<file path="src/rtl/tick_timer_pkg.sv">
`timescale 1ns/1ps
package tick_timer_pkg;

  localparam int unsigned CNT_W   = 32;
  localparam int unsigned PER_W   = 28;
  localparam int unsigned MODE_HI = 31;
  localparam int unsigned MODE_LO = 30;
  localparam int unsigned IE_BIT  = 29;
  localparam int unsigned PEND_BIT = 28;

  typedef enum logic [1:0] {
    MODE_OFF     = 2'b00,
    MODE_RESTART = 2'b01,
    MODE_ONESHOT = 2'b10,
    MODE_CONT    = 2'b11
  } tmode_e;

  // Value the count takes on an advancing tick.
  function automatic logic [CNT_W-1:0] count_step(input logic [CNT_W-1:0] c);
    return c + CNT_W'(1);
  endfunction

  // Compare only the low period field of a count with the match period.
  function automatic logic field_hit(input logic [CNT_W-1:0] c,
                                     input logic [PER_W-1:0] per);
    return c[PER_W-1:0] == per;
  endfunction

  // Assemble the readable control word.
  function automatic logic [CNT_W-1:0] pack_ctrl(input tmode_e m, input logic ie,
                                                 input logic pend,
                                                 input logic [PER_W-1:0] per);
    return {m, ie, pend, per};
  endfunction

endpackage

</file>
<file path="src/rtl/tick_divider.sv">
`timescale 1ns/1ps
module tick_divider #(
  parameter int unsigned TICK_DIV = 10
) (
  input  logic clk,
  input  logic rst_n,
  output logic tick_o
);

  localparam int unsigned PH_W = (TICK_DIV > 1) ? $clog2(TICK_DIV) : 1;

  generate
    if (TICK_DIV <= 1) begin : g_every
      assign tick_o = 1'b1;
    end else begin : g_div
      localparam logic [PH_W-1:0] LAST_PH = PH_W'(TICK_DIV - 1);
      logic [PH_W-1:0] phase_q;

      always_ff @(posedge clk or negedge rst_n) begin
        if (!rst_n)              phase_q <= '0;
        else if (phase_q == LAST_PH) phase_q <= '0;
        else                     phase_q <= phase_q + PH_W'(1);
      end

      assign tick_o = (phase_q == LAST_PH);

      // ticks never come back to back when the divider is above one
      assert_tick_gap_R2: assert property (@(posedge clk) disable iff (!rst_n)
        tick_o |=> !tick_o);
    end
  endgenerate

endmodule

</file>
<file path="src/rtl/tick_ctrl_reg.sv">
`timescale 1ns/1ps
module tick_ctrl_reg
  import tick_timer_pkg::*;
(
  input  logic             clk,
  input  logic             rst_n,
  input  logic             wr_i,
  input  logic [CNT_W-1:0] wdata_i,
  input  logic             hit_i,
  output tmode_e           mode_o,
  output logic             ie_o,
  output logic             pend_o,
  output logic [PER_W-1:0] period_o,
  output logic             run_o
);

  tmode_e           mode_q;
  logic             ie_q, pend_q, run_q;
  logic [PER_W-1:0] per_q;

  tmode_e wr_mode;
  logic   oneshot_stop;
  logic   pend_set;

  assign wr_mode      = tmode_e'(wdata_i[MODE_HI:MODE_LO]);
  assign oneshot_stop = hit_i && (mode_q == MODE_ONESHOT);
  assign pend_set     = hit_i && ie_q;

  always_ff @(posedge clk or negedge rst_n) begin
    if (!rst_n) begin
      mode_q <= MODE_OFF;
      ie_q   <= 1'b0;
      pend_q <= 1'b0;
      per_q  <= '0;
      run_q  <= 1'b0;
    end else begin
      if (wr_i) begin
        mode_q <= wr_mode;
        ie_q   <= wdata_i[IE_BIT];
        per_q  <= wdata_i[PER_W-1:0];
        run_q  <= (wr_mode != MODE_OFF);
      end else if (oneshot_stop) begin
        run_q  <= 1'b0;
      end
      pend_q <= (wr_i ? wdata_i[PEND_BIT] : pend_q) | pend_set;
    end
  end

  assign mode_o   = mode_q;
  assign ie_o     = ie_q;
  assign pend_o   = pend_q;
  assign period_o = per_q;
  assign run_o    = run_q;

  // pending survives every cycle without a control write
  assert_pend_sticky_R9: assert property (@(posedge clk) disable iff (!rst_n)
    pend_q && !wr_i |=> pend_q);
  // an enabled match always leaves the flag set, even against a clear
  assert_pend_set_R9: assert property (@(posedge clk) disable iff (!rst_n)
    hit_i && ie_q |=> pend_q);
  // with interrupts disabled, hardware never raises the flag
  assert_no_set_R12: assert property (@(posedge clk) disable iff (!rst_n)
    !wr_i && !pend_q && !ie_q |=> !pend_q);
  // a one-shot match stops the counter
  assert_oneshot_stop_R7: assert property (@(posedge clk) disable iff (!rst_n)
    hit_i && (mode_q == MODE_ONESHOT) && !wr_i |=> !run_q);

endmodule

</file>
<file path="src/rtl/tick_count_reg.sv">
`timescale 1ns/1ps
module tick_count_reg
  import tick_timer_pkg::*;
(
  input  logic             clk,
  input  logic             rst_n,
  input  logic             advance_i,
  input  tmode_e           mode_i,
  input  logic [PER_W-1:0] period_i,
  input  logic             wr_i,
  input  logic [CNT_W-1:0] wdata_i,
  output logic [CNT_W-1:0] count_o,
  output logic             hit_o
);

  logic [CNT_W-1:0] count_q;
  logic [CNT_W-1:0] stepped;
  logic             restart_clr;

  assign stepped     = count_step(count_q);
  assign hit_o       = advance_i && field_hit(stepped, period_i);
  assign restart_clr = hit_o && (mode_i == MODE_RESTART);

  always_ff @(posedge clk or negedge rst_n) begin
    if (!rst_n)           count_q <= '0;
    else if (wr_i)        count_q <= wdata_i;
    else if (restart_clr) count_q <= '0;
    else if (advance_i)   count_q <= stepped;
  end

  assign count_o = count_q;

  // a plain advance moves the count by exactly one
  assert_step_R2: assert property (@(posedge clk) disable iff (!rst_n)
    advance_i && !wr_i && !(hit_o && mode_i == MODE_RESTART)
      |=> count_q == $past(count_q) + 32'd1);
  // restart mode returns the count to zero on a match
  assert_restart_zero_R6: assert property (@(posedge clk) disable iff (!rst_n)
    hit_o && (mode_i == MODE_RESTART) && !wr_i |=> count_q == '0);
  // without an advance or a write the count holds
  assert_hold_R4: assert property (@(posedge clk) disable iff (!rst_n)
    !advance_i && !wr_i |=> $stable(count_q));
  // a software write always lands
  assert_write_wins_R11: assert property (@(posedge clk) disable iff (!rst_n)
    wr_i |=> count_q == $past(wdata_i));

endmodule

</file>
<file path="src/rtl/tick_timer.sv">
`timescale 1ns/1ps
module tick_timer
  import tick_timer_pkg::*;
#(
  parameter int unsigned TICK_DIV = 10
) (
  input  logic        clk,
  input  logic        rst_n,
  input  logic        reg_sel,
  input  logic        reg_we,
  input  logic [31:0] reg_wdata,
  output logic [31:0] reg_rdata,
  output logic        irq_o
);

  logic             tick;
  logic             running;
  logic             advance;
  logic             match_hit;
  logic             cnt_wr, ctl_wr;
  tmode_e           mode;
  logic             ie, pend;
  logic [PER_W-1:0] period;
  logic [CNT_W-1:0] count;

  assign cnt_wr  = reg_we && !reg_sel;
  assign ctl_wr  = reg_we &&  reg_sel;
  assign advance = tick && running;

  tick_divider #(.TICK_DIV(TICK_DIV)) div_i (
    .clk    (clk),
    .rst_n  (rst_n),
    .tick_o (tick)
  );

  tick_count_reg cnt_i (
    .clk       (clk),
    .rst_n     (rst_n),
    .advance_i (advance),
    .mode_i    (mode),
    .period_i  (period),
    .wr_i      (cnt_wr),
    .wdata_i   (reg_wdata),
    .count_o   (count),
    .hit_o     (match_hit)
  );

  tick_ctrl_reg ctl_i (
    .clk      (clk),
    .rst_n    (rst_n),
    .wr_i     (ctl_wr),
    .wdata_i  (reg_wdata),
    .hit_i    (match_hit),
    .mode_o   (mode),
    .ie_o     (ie),
    .pend_o   (pend),
    .period_o (period),
    .run_o    (running)
  );

  assign reg_rdata = reg_sel ? pack_ctrl(mode, ie, pend, period) : count;
  assign irq_o     = pend && ie;

  // the off mode never produces a match
  assert_off_no_hit_R4: assert property (@(posedge clk) disable iff (!rst_n)
    (mode == MODE_OFF) |-> !match_hit);
  // the first cycle after reset leaves the counter idle
  assert_reset_idle_R1: assert property (@(posedge clk)
    !rst_n |=> (count == '0 || $past(cnt_wr)) && !irq_o);

endmodule

</file>
<file path="config.mk">
export PLATFORM = sky130hd
export DESIGN_NAME = tick_timer
export DESIGN_NICKNAME = d
export VERILOG_FILES = /design/src/rtl/tick_timer_pkg.sv /design/src/rtl/tick_divider.sv /design/src/rtl/tick_ctrl_reg.sv /design/src/rtl/tick_count_reg.sv /design/src/rtl/tick_timer.sv
export SDC_FILE = /design/constraint.sdc
export NUM_CORES = 1
export LEC_CHECK = 0
export CAP_MARGIN = 20
export CORE_ASPECT_RATIO = 0.9
export CORE_MARGIN = 5
export CORE_UTILIZATION = 61
export CTS_CLUSTER_DIAMETER = 150
export DETAILED_ROUTE_END_ITERATION = 8
export PLACE_DENSITY = 0.87
export SLEW_MARGIN = 10
export SYNTH_ARGS = -nofsm -noshare
export SYNTH_HDL_FRONTEND = slang
export SYNTH_SLANG_ARGS = --single-unit
export TNS_END_PERCENT = 20
</file>
<file path="constraint.sdc">
create_clock -name clk -period 6.9 [get_ports clk]
set_clock_uncertainty 0.15 [all_clocks]
set_input_delay 1.725 -clock clk [delete_from_list [all_inputs] [get_ports clk]]
set_output_delay 1.725 -clock clk [all_outputs]
set_load 0.01 [all_outputs]
</file>
Word-level counts from Yosys, hierarchy flattened
Cells that the tools add are included.
{ "word_totals": {"regBits": 69, "out_inout_bits": 33} }
{ "classes": {"addsub": 2, "eq_ne": 4, "muxes": 8, "bitwise_logic": 1, "reduce_logical": 12} }
{ "ops": {"columns": ["cell", "n"], "rows": [
  ["two-way mux 32 bit", 4],
  ["adder 32 x 1 -> 32 bit, second input constant", 1],
  ["== test 28 bit", 1],
  ["logical AND 1 bit", 8],
  ["adder 4 x 1 -> 4 bit, second input constant", 1],
  ["== test 4 bit, second input constant", 1],
  ["two-way mux 4 bit", 1],
  ["nonzero test 2 bit", 2],
  ["two-way mux 1 bit", 3],
  ["nonzero test 3 bit", 1],
  ["== test 2 x 1 -> 1 bit, second input constant", 1],
  ["== test 2 bit, second input constant", 1],
  ["logical NOT 1 bit", 1],
  ["bitwise OR 1 bit", 1]
]} }

Depth between registers and ports, before layout
{ "depth": {"depth_word": 6, "mapped_depth": 11} }

Cells and area by module
A second synthesis with hierarchy kept.
{ "unflattened": {"hier_cells": 582, "area_unflattened_um2": 5426.5} }
{ "modules_own_cells": {"columns": ["module", "n_inst", "cells_per_inst", "area_each_um2", "seq_area_each_um2"], "rows": [
  ["tick_count_reg", 1, 453, 3437.0, 800.8],
  ["tick_ctrl_reg", 1, 74, 1261.2, 825.8],
  ["tick_timer", 1, 40, 556.8, 0.0],
  ["tick_divider", 1, 15, 171.4, 100.1]
]} }

Worst setup path after synthesis
Ideal clock, no wire load.
{ "synth_timing": {"path_kind": "input -> output", "startpoint": "input reg_sel", "endpoint": "output reg_rdata[10]", "t_arrival_ns": 2.760, "required_ns": 5.025, "slack_ns": 2.265, "path_stages": 3, "cell_sequence": "clkbuf_1 buf_1 mux2_2"} }
{ "synth_between": {"elab_chain_cells": 1} }
{ "synth_rtl": {"columns": ["element", "line_no", "rtl"], "rows": [
  ["start: declaration", "tick_timer.sv:9", "input logic reg_sel,"],
  ["two-way mux 32 bit", "tick_timer.sv:61", "assign reg_rdata = reg_sel ? pack_ctrl(mode, ie, pend, period) : count;"],
  ["end: declaration", "tick_timer.sv:12", "output logic [31:0] reg_rdata,"]
]} }
No other way between the ends.

Final worst setup path
{ "layout_timing": {"startpoint": "input reg_sel", "endpoint": "output reg_rdata[21]"} }
Same word-level chain as after synthesis.

==> results.sh <==
export IMPL_grtUsageMet3=0.0498
export IMPL_min_period_ns=5.21
export IMPL_power_density_nw_per_um2=225
export IMPL_via_count=5023
export IMPL_worst_slew_pin_slew_ns=0.911
export IMPL_synth_edff_count=0
export IMPL_vdd_drop_max_mv=0.143
export IMPL_p_sw_uw=473
export IMPL_wl_microns=14600
export IMPL_power_frac_clock=0.272
export IMPL_wire_per_inst_microns=19.8
export IMPL_slew_viol_final=0
export IMPL_cts_sinks=69
export IMPL_diodes=0
export IMPL_antenna_found_initial=0
export IMPL_grt_pass1_wl_microns=24200
export IMPL_die_area_sq_um=10400
export IMPL_grt_usage=0.285
export IMPL_place_congestion=0.920
export IMPL_firstDrtPassIters=5
export IMPL_port_buffers=68
export IMPL_remaining_drc_errors=0
export IMPL_fillers=632
export IMPL_timing_hold_violations_final=0
export IMPL_drt_initial_drc_count=485
export IMPL_setup_viol=0
export IMPL_max_cap_violations=0
export IMPL_synth_flop_cell="dfrtp_1"
export IMPL_core_area_sq_um=8150
export IMPL_path_clk_slew_ns=0.08
export IMPL_power_internal_uw=871
export IMPL_grt_pass1_vias=4813
export IMPL_cts_buffers=9
export IMPL_grtUsageMet1=0.393
export IMPL_die_h_microns=97.3
export IMPL_finalSetupTns_ns=0
export IMPL_synth_cells=601
export IMPL_async_flop_share=1.00
export IMPL_multi_input_area_sq_um=3170
export IMPL_p_leak_uw=0.00231
export IMPL_holdWs_ns=0.384
export IMPL_vias_per_cell=6.81
export IMPL_end_kind="primary output"
export IMPL_ys_seq_area_frac=0.334
export IMPL_syn_area_per_cell_sq_um=8.59
export IMPL_syn2layout_area_growth_pct=15.6
export IMPL_cp_max_fo=37
export IMPL_postCtsSetupBuffers=0
export IMPL_drive_above_1_share=0.155
export IMPL_required_ns=5.03
export IMPL_core_rowCount=31
export IMPL_rsz0062_at_grt="false"
export IMPL_initial_core_util=0.634
export IMPL_synth_ff_latch_count=69
export IMPL_grt_overflow_total=0
export IMPL_path_buf_inv=2
export IMPL_ctsHoldBuffers=0
export IMPL_crit_arrival_ns=3.34
export IMPL_drtAntennaViolNets=0
export IMPL_cts_resized=0
export IMPL_hpwl_microns=9930
export IMPL_die_w_microns=107
export IMPL_h_tree_depth=3
export IMPL_met2_usage=0.462
export IMPL_cts_root_buf="clkbuf_8"
export IMPL_critical_path_class="in2out"
export IMPL_p_seq_frac=0.388
export IMPL_grt_max_degree=70
export IMPL_syn_nets=638
export IMPL_crit_path_start_kind="primary input"
export IMPL_switching_share=0.352
export IMPL_layout_area_seq_sq_um=1730
export IMPL_path_cells="buf_2 -> mux2_2 -> clkdlybuf4s50_1"
export IMPL_status="complete, no violations"
export IMPL_netlist_cell_type_count=62
export IMPL_insertion_delay_ns=0.34
export IMPL_clk_path_buf_depth=2
export IMPL_yosys_warnings=0
export IMPL_synth_area_sq_um=5160
export IMPL_hold_class="reg2reg"
export IMPL_p_comb_frac=0.339
export IMPL_max_freq_ghz=0.192
export IMPL_cts_tree="done"
export IMPL_fin_crit_sh=0.756
export IMPL_critical_path_top_delay_family="buffers and inverters"
export IMPL_critPathMaxStageDelay_ns=0.68
export IMPL_busiest_layer="met2"
export IMPL_final_nets=671
export IMPL_io_pin_count=69
export IMPL_max_slew_margin_rel=0.393
export IMPL_cp_slowest_cell="buf_2"
==> path summary, 6_finish.rpt <==
path	start	endpoint	slack [ns]	depth (start not counted)
worst max register to register	cnt_i.count_o[0]$_DFFE_PN0P_	cnt_i.count_o[13]$_DFFE_PN0P_	2.84	9
min in group asynchronous	rst_n	ctl_i.period_o[5]$_DFFE_PN0P_	1.43	2
worst min register to register	div_i.g_div.phase_q[0]$_DFF_PN0_	div_i.g_div.phase_q[0]$_DFF_PN0_	0.38	1
max in group asynchronous	rst_n	cnt_i.count_o[20]$_DFFE_PN0P_	4.56	2
worst min-delay path	div_i.g_div.phase_q[0]$_DFF_PN0_	div_i.g_div.phase_q[0]$_DFF_PN0_	0.38	1
worst max-delay path	reg_sel	reg_rdata[21]	1.69	3
==> cell usage after synthesis, drive strengths merged (2+ instances only) <==
master | count | area (sq um)
nor2b | 3 | 18.8
xor2 | 15 | 131
and3 | 24 | 151
o2111a | 2 | 23.8
dfrtp | 69 | 1730
nor4 | 27 | 175
a41oi | 2 | 17.5
a2111oi | 2 | 36.3
a211oi | 3 | 22.5
a21oi | 18 | 90.1
and4 | 3 | 26.3
nand3 | 61 | 305
buf | 24 | 151
a31oi | 3 | 18.8
or2 | 3 | 18.8
nor4b | 5 | 43.8
and2 | 2 | 12.5
o22ai | 2 | 12.5
nand2b | 2 | 12.5
inv | 7 | 26.3
o211ai | 4 | 30.0
nand4 | 19 | 149
mux2i | 2 | 20.0
clkbuf | 28 | 105
or3 | 7 | 48.8
or4 | 3 | 23.8
nor4bb | 2 | 20.0
a22o | 2 | 17.5
mux2 | 62 | 698
and4b | 2 | 20.0
o31ai | 4 | 30.0
o311ai | 4 | 35.0
a22oi | 4 | 30.0
xnor2 | 22 | 193
nand2 | 69 | 259
o21ai | 36 | 188
nor3 | 14 | 70.1
nor2 | 29 | 109
==> layer usage <==
metal | vias to the layer above | share of wire
met1 | 2433 | 0.43
li1 | 2276 | -
met4 | 0 | 0.018
met5 | - | 0
met2 | 288 | 0.48
met3 | 26 | 0.079
==> metrics by stage <==
step | std cells | total power [uW] | util | instance area (sq um) | setup WS [ns]
floorplan | 601 | 811 | - | 5160 | 2.27
global placement | 722 | 949 | 0.707 | 5760 | 1.77
global route | 738 | 1410 | 0.733 | 5970 | 1.62
CTS | 738 | 1330 | 0.732 | 5960 | 1.67
finish | 738 | 1340 | 0.733 | 5970 | 1.69
detailed placement | 722 | 970 | 0.707 | 5760 | 1.67
==> power groups by stage <==
stage               Combinational [uW]  Sequential, uW  Clock [uW]
finish                             456             522         366
global route                       495             529         382
global placement                   427             522           0
CTS                                449             519         366
floorplan                          322             489           0
detailed placement                 444             527           0
==> flip-flops by register name, indices dropped and copies added, names as in the netlist <==
signal,count
cnt_i.count_o,32
ctl_i.ie_o,1
ctl_i.mode_o,2
ctl_i.pend_o,1
ctl_i.period_o,28
ctl_i.run_o,1
div_i.g_div.phase_q,4
==> layout by cell type, fill, tap and decap left out, types with 3 or more instances in the layout <==
master / n
clkbuf_8: 9
or3_1: 6
nand4_1: 17
and4_1: 3
nand2_1: 69
dfrtp_1: 69
o21ai_1: 5
o211ai_1: 4
o21ai_0: 29
nor3_1: 13
buf_4: 6
and3_1: 23
a211oi_1: 3
a22oi_1: 4
xor2_1: 15
nor4_1: 26
clkdlybuf4s50_1: 66
nand3_1: 61
o31ai_1: 4
mux2_2: 62
nor4b_1: 5
a31oi_1: 3
nor2_1: 29
clkbuf_1: 3
a21oi_1: 18
xnor2_1: 22
or2_2: 3
inv_1: 7
==> area by class of cell <==
type,count,share of cell area
flip-flops and latches,69,0.289
well taps,99,0.0208
inverters,7,0.00440
repair buffers,74,0.120
clock buffers,12,0.0226
multi-input cells,473,0.531
clock inverters,4,0.0122
==> cell families (layout without fill, tap and decap cells) <==
logic type / count (synthesis) / count (layout) / share of synthesized area
mux: 64 / 64 / 0.139
compound gates: 93 / 93 / 0.119
buf+inv: 59 / 97 / 0.0547
xor+xnor: 37 / 37 / 0.0627
fa+ha+maj: 1 / 1 / 0.00242
flops: 69 / 69 / 0.334
simple gates: 278 / 278 / 0.288
Power figures use the tool's default switching activity.
